==> config.mk <==
export PLATFORM = sky130hd
export DESIGN_NAME = lock_tlb
export DESIGN_NICKNAME = d
export VERILOG_FILES = /design/src/rtl/tlb_pkg.sv /design/src/rtl/tlb_ptrs.sv /design/src/rtl/tlb_cam.sv /design/src/rtl/lock_tlb.sv
export SDC_FILE = /design/constraint.sdc
export NUM_CORES = 2
export LEC_CHECK = 0
export ABC_AREA = 1
export ABC_CLOCK_PERIOD_IN_PS = 4700
export BUFFER_PORTS_ARGS = -buffer_cell sky130_fd_sc_hd__buf_2
export CELL_PAD_IN_SITES_DETAIL_PLACEMENT = 1
export CELL_PAD_IN_SITES_GLOBAL_PLACEMENT = 1
export CORE_MARGIN = 2
export CORE_UTILIZATION = 52
export CTS_CLUSTER_SIZE = 40
export DETAILED_ROUTE_END_ITERATION = 16
export GPL_TIMING_DRIVEN = 0
export PLACE_DENSITY_LB_ADDON = 0.2
export SLEW_MARGIN = 20
export SYNTH_ARGS = -nofsm -noshare
export SYNTH_HDL_FRONTEND = slang
export SYNTH_SLANG_ARGS = --single-unit
==> constraint.sdc <==
create_clock -name clk -period 4.7 [get_ports clk]
set_input_delay 0.705 -clock clk [delete_from_list [all_inputs] [get_ports clk]]
set_output_delay 0.705 -clock clk [all_outputs]
set_load 0.05 [all_outputs]
==> src/rtl/tlb_pkg.sv <==
package tlb_pkg;
  typedef enum logic [1:0] {
    OP_IDLE  = 2'd0,
    OP_FILL  = 2'd1,
    OP_PIN   = 2'd2,
    OP_CLEAR = 2'd3
  } tlb_op_e;
endpackage

==> src/rtl/tlb_ptrs.sv <==
module tlb_ptrs
  import tlb_pkg::*;
#(
  parameter int ENTRIES = 32,
  localparam int IDX_W = $clog2(ENTRIES)
) (
  input  logic             clk,
  input  logic             rst_n,
  input  tlb_op_e          op,
  output logic [IDX_W-1:0] rr_ptr,
  output logic [IDX_W-1:0] lock_ptr
);
  localparam logic [IDX_W-1:0] LAST = IDX_W'(ENTRIES - 1);

  logic [IDX_W-1:0] rr_nx, lock_nx;

  always_comb begin
    rr_nx   = rr_ptr;
    lock_nx = lock_ptr;
    unique case (op)
      OP_CLEAR: begin
        rr_nx   = '0;
        lock_nx = '0;
      end
      OP_PIN: begin
        if (lock_ptr != LAST) begin
          lock_nx = lock_ptr + 1'b1;
          if (rr_ptr < lock_nx) rr_nx = lock_nx;
        end
      end
      OP_FILL: begin
        rr_nx = (rr_ptr == LAST) ? lock_ptr : rr_ptr + 1'b1;
      end
      default: ;
    endcase
  end

  always_ff @(posedge clk or negedge rst_n) begin
    if (!rst_n) begin
      rr_ptr   <= '0;
      lock_ptr <= '0;
    end else begin
      rr_ptr   <= rr_nx;
      lock_ptr <= lock_nx;
    end
  end
endmodule

==> src/rtl/tlb_cam.sv <==
module tlb_cam #(
  parameter int ENTRIES = 32,
  parameter int VPN_W   = 20,
  parameter int PPN_W   = 20,
  localparam int IDX_W = $clog2(ENTRIES)
) (
  input  logic               clk,
  input  logic               rst_n,
  input  logic               clr,
  input  logic               wr_en,
  input  logic [IDX_W-1:0]   wr_idx,
  input  logic [VPN_W-1:0]   wr_vpn,
  input  logic [PPN_W-1:0]   wr_ppn,
  input  logic [VPN_W-1:0]   key,
  output logic               match_any,
  output logic [PPN_W-1:0]   match_ppn,
  output logic [ENTRIES-1:0] valid_vec
);
  logic [ENTRIES-1:0]            hit_vec;
  logic [ENTRIES-1:0][PPN_W-1:0] ppn_all;

  for (genvar i = 0; i < ENTRIES; i++) begin : g_slot
    logic             v_q;
    logic [VPN_W-1:0] vpn_q;
    logic [PPN_W-1:0] ppn_q;
    logic             sel;

    assign sel = wr_en && (wr_idx == IDX_W'(i));

    always_ff @(posedge clk or negedge rst_n) begin
      if (!rst_n)   v_q <= 1'b0;
      else if (clr) v_q <= 1'b0;
      else if (sel) v_q <= 1'b1;
    end

    always_ff @(posedge clk) begin
      if (sel) begin
        vpn_q <= wr_vpn;
        ppn_q <= wr_ppn;
      end
    end

    assign valid_vec[i] = v_q;
    assign hit_vec[i]   = v_q && (vpn_q == key);
    assign ppn_all[i]   = ppn_q;
  end

  // lowest-numbered match wins
  always_comb begin
    match_any = 1'b0;
    match_ppn = '0;
    for (int i = ENTRIES - 1; i >= 0; i--) begin
      if (hit_vec[i]) begin
        match_any = 1'b1;
        match_ppn = ppn_all[i];
      end
    end
  end
endmodule

==> src/rtl/lock_tlb.sv <==
module lock_tlb
  import tlb_pkg::*;
#(
  parameter int ENTRIES = 32,
  parameter int VPN_W   = 20,
  parameter int PPN_W   = 20
) (
  input  logic             clk,
  input  logic             rst_n,
  input  logic             lk_valid,
  input  logic [VPN_W-1:0] lk_vpn,
  output logic             lk_hit,
  output logic [PPN_W-1:0] lk_ppn,
  input  logic             fill_valid,
  output logic             fill_ready,
  input  logic [VPN_W-1:0] fill_vpn,
  input  logic [PPN_W-1:0] fill_ppn,
  input  logic             fill_lock,
  input  logic             clear_all
);
  localparam int IDX_W = $clog2(ENTRIES);

  tlb_op_e            op;
  logic               fill_fire;
  logic [IDX_W-1:0]   rr_ptr, lock_ptr, wr_idx;
  logic [ENTRIES-1:0] valid_vec;
  logic               cam_hit;
  logic [PPN_W-1:0]   cam_ppn;

  assign fill_ready = !clear_all;
  assign fill_fire  = fill_valid && fill_ready;

  always_comb begin
    if (clear_all)      op = OP_CLEAR;
    else if (fill_fire) op = fill_lock ? OP_PIN : OP_FILL;
    else                op = OP_IDLE;
  end

  assign wr_idx = (op == OP_PIN) ? lock_ptr : rr_ptr;

  tlb_ptrs #(.ENTRIES(ENTRIES)) u_ptrs (
    .clk      (clk),
    .rst_n    (rst_n),
    .op       (op),
    .rr_ptr   (rr_ptr),
    .lock_ptr (lock_ptr)
  );

  tlb_cam #(.ENTRIES(ENTRIES), .VPN_W(VPN_W), .PPN_W(PPN_W)) u_cam (
    .clk       (clk),
    .rst_n     (rst_n),
    .clr       (op == OP_CLEAR),
    .wr_en     (op == OP_FILL || op == OP_PIN),
    .wr_idx    (wr_idx),
    .wr_vpn    (fill_vpn),
    .wr_ppn    (fill_ppn),
    .key       (lk_vpn),
    .match_any (cam_hit),
    .match_ppn (cam_ppn),
    .valid_vec (valid_vec)
  );

  assign lk_hit = lk_valid && cam_hit;
  assign lk_ppn = cam_ppn;
endmodule

==> impl_metrics.csv <==
group,metric,value,unit
clock_tree,clkLatencyLatePin,0.76,ns
sta,relSlewSlack,0.129,
sta,finalCriticalPeriod,5.25,ns
synthesis,ys_seq_elements,1322,
placed_design,place.gp.congestion,0.879,
sta,fmax,190,MHz
critical_path,critical_path.max_stage_delay,0.30,ns
placed_design,hpwlAfterDp,118,mm
drt,drcViolationCount,0,
synthesis,synthFlopType,"edfxtp_1",
layout,mostFrequentLayoutCell,"edfxtp_1",
global_routing,antenna_found_initial,5,
placed_design,pre_cts_slack,-1.42,ns
synthesis,synth_cell_types,51,
synthesis,yosys_warnings,0,
clock_tree,cts_max_level,4,
power,vdd.ir_drop.worst,320,uV
synthesis,synth_edf_count,1280,
synthesis,ys_async_sr_fraction,0.0318,
global_routing,grt_max_degree,33,
synthesis,syn_area,55500,um2
floorplanning,start_util,0.525,
critical_path,crit_path_start_kind,"input pin",
critical_path,crit_type,"in -> out",
power,p_per_area,386,nW/um2
sta,drv_slew,0,
sta,min_period_over_period,1.12,
layout,stdcell_area,65900,um2
status,violations,"negative setup slack",
floorplanning,coreArea,106000,um2
clock_tree,root_buffer,"clkbuf_16",
synthesis,yosysSeqAreaShare,0.712,
sta,timing.final.hold_violations,0,
floorplanning,io_pins,88,
floorplanning,dieWidth,331,um
global_routing,grt_overflow,0,
floorplanning,std_cell_rows,119,
global_routing,grt_pass1_vias,42100,
synthesis,yosysTopAreaCell,"edfxtp_1",
layout,area_growth,18.8,%
sta,rsz0062_at_grt,"true",
sta,finClkSkew,0.0227,ns
critical_path,cpMaxStageDelayCell,"nor2_1",
status,status,"finished with violations",
drt,wl,194,mm
placed_design,port_buffers,73,
layout,final_cell_mix,"edfxtp_1 (1280), nand2_1 (808), nor2_1 (451)",
critical_path,crit_fanout,10,
synthesis,synthCells,4468,
clock_tree,clockBufferDepth,3,
synthesis,ys_top_cells_by_area,"edfxtp_1 (69%), nand2_1 (6.8%), nor2_1 (3.4%), xor2_1 (2.1%), dfrtp_1 (1.9%)",
sta,layout_setup_ws,-0.555,ns
job,drv_cap,0,
global_routing,track_usage,0.353,
synthesis,synth_nets,4546,
critical_path,arrival,4.55,ns
drt,ant_nets,0,
clock_tree,numCtsBuffers,140,
floorplanning,die_area,109000,um2
floorplanning,die_y,331,um
clock_tree,clkSlewWorstSetupHoldPaths,0.07,ns
sta,tightestPinTransition,1.31,ns
layout,drive_above_1_share,0.193,
placed_design,place_area,58700,um2
drt,wl_per_cell,30.9,um
layout,seq_area,39500,um2
drt,drt-vias-per-instance,6.38,
layout,nets,4863,
clock_tree,cts_tree,"yes",
drt,vias,40100,
drt,drt_first_iter_violations,5359,
critical_path,cp_common_cell,"nand2_1",
layout,nFillCells,10100,
layout,multi_input_area,15300,um2
global_routing,grt_pass1_wl,278,mm
synthesis,syn_avg_cell_area,12.4,um2
critical_path,end_kind,"output pin",
power,p_leak,23.8,nW
drt,first_pass_iters,5,
critical_path,required,3.99,ns
clock_tree,cts.sinks,1322,
synthesis,synth_top_area_share,0.693,
sta,finalSetupViolations,21,
hold_path,hp-class,"in -> async",
==> final cells by class <==
class / count / area share
Clock inverter: 48 / 0.00746
Antenna cell: 3 / 0.000114
Buffer: 211 / 0.0290
Inverter: 222 / 0.0133
Clock buffer: 200 / 0.0605
Sequential cell: 1322 / 0.599
Timing Repair Buffer: 175 / 0.0316
Multi-Input combinational cell: 2713 / 0.232
Tap cell: 1391 / 0.0264
==> power breakdown <==
part	switching [mW]	total [mW]	internal, mW
combinational	0.985	1.30	0.315
sequential	0.0458	13.1	13.0
clock	4.65	11.0	6.39
total	5.68	25.4	19.7
==> worst max-delay path, delay by kind of cell <==
kind	cells	cell delay, ns
compound gates	3	0.48
buf+inv	6	1.17
simple gates	24	2.13
==> registers in the layout, indices dropped and copies added, names as in the netlist <==
name,flops
u_cam.g_slot.ppn_q,640
u_ptrs.rr_ptr,5
u_ptrs.lock_ptr,5
u_cam.g_slot.vpn_q,640
u_cam.g_slot.v_q,32
==> metrics by stage <==
| stage | power [mW] | TNS (ns) | std cells | hold slack [ns] | utilization |
|---|---|---|---|---|---|
| 6_report | 25.4 | -8.91 | 6285 | 0.421 | 0.624 |
| 3_3_place_gp | 14.4 | -1430.00 | 5932 | 0.466 | 0.545 |
| 5_1_grt | 25.9 | -12.90 | 6285 | 0.426 | 0.624 |
| 2_1_floorplan | 13.8 | 0 | 4468 | 0.409 | - |
| 3_5_place_dp | 14.5 | -27.32 | 5968 | 0.474 | 0.556 |
| 4_1_cts | 25.4 | -7.32 | 6256 | 0.399 | 0.616 |
==> synthesized netlist by cell type, types with 4 or more instances <==
cell type	number
buf_6	26
xor2_1	131
edfxtp_1	1280
a22o_1	31
inv_2	19
a221oi_2	11
buf_1	4
o211ai_1	9
o221ai_1	6
or2_2	26
o2111a_1	4
nor4_1	67
o21ai_1	11
clkinv_1	4
buf_2	98
a21boi_0	9
clkbuf_1	50
xnor2_1	77
a211oi_1	19
or4_1	4
o22ai_1	101
nand2_1	999
and2_1	6
nor2_4	5
o21ai_0	204
nand3_1	74
o21a_1	48
nor2_1	506
ha_1	12
dfrtp_1	42
a221oi_1	103
and3_1	4
o2111ai_1	17
mux2i_1	5
a21oi_1	162
nor3_1	23
inv_1	198
buf_4	33
nand4_1	20
==> per-layer routing <==
metal  GRT usage  up-vias  wire length [um]
met1       0.453    20400             71500
met3      0.0740      653             19600
met4       0.179        0             10600
li1            -    16600                 -
met5           0        -                 0
met2       0.572     2451             92600
==> path summary, 6_finish.rpt <==
check	start	endpoint	slack [ns]	depth (start not counted)
setup / recovery	lk_vpn[14]	lk_ppn[15]	-0.55	33
hold / removal	rst_n	u_cam.g_slot[7].v_q$_DFFE_PN0P_	0.42	2
setup reg to reg	u_ptrs.lock_ptr[4]$_DFFE_PN0P_	u_cam.g_slot[22].ppn_q[7]$_DFFE_PP_	1.47	6
hold reg to reg	u_cam.g_slot[25].v_q$_DFFE_PN0P_	u_cam.g_slot[25].v_q$_DFFE_PN0P_	0.48	1
max in group asynchronous	rst_n	u_cam.g_slot[19].v_q$_DFFE_PN0P_	3.69	3
min in group clk	u_cam.g_slot[25].v_q$_DFFE_PN0P_	u_cam.g_slot[25].v_q$_DFFE_PN0P_	0.48	1
==> timing repair <==
action | 4_1_cts | 5_1_grt
buffers inserted | 36 | 23
resized for setup | 482 | 172
setup endpoints to repair | 21 | 21
cloned | 3 | 4
endpoints found under the hold margin | 17 | 0
hold buffers | 1 | 0
pin swaps | 101 | 78
==> kinds of logic (layout without fill, tap and decap cells) <==
logic type | Yosys count | count (layout) | share of synthesized area
AO/OA/AOI/OAI | 746 | 746 | 0.0872
multiplexers | 5 | 5 | 0.000903
flip-flops | 1322 | 1322 | 0.712
adder cells (fa/ha/maj) | 12 | 12 | 0.00271
AND/OR/NAND/NOR | 1742 | 1742 | 0.127
other | 0 | 3 | 0
XOR/XNOR | 208 | 208 | 0.0328
buffers and inverters | 433 | 856 | 0.0373
Power figures use the tool's default switching activity.
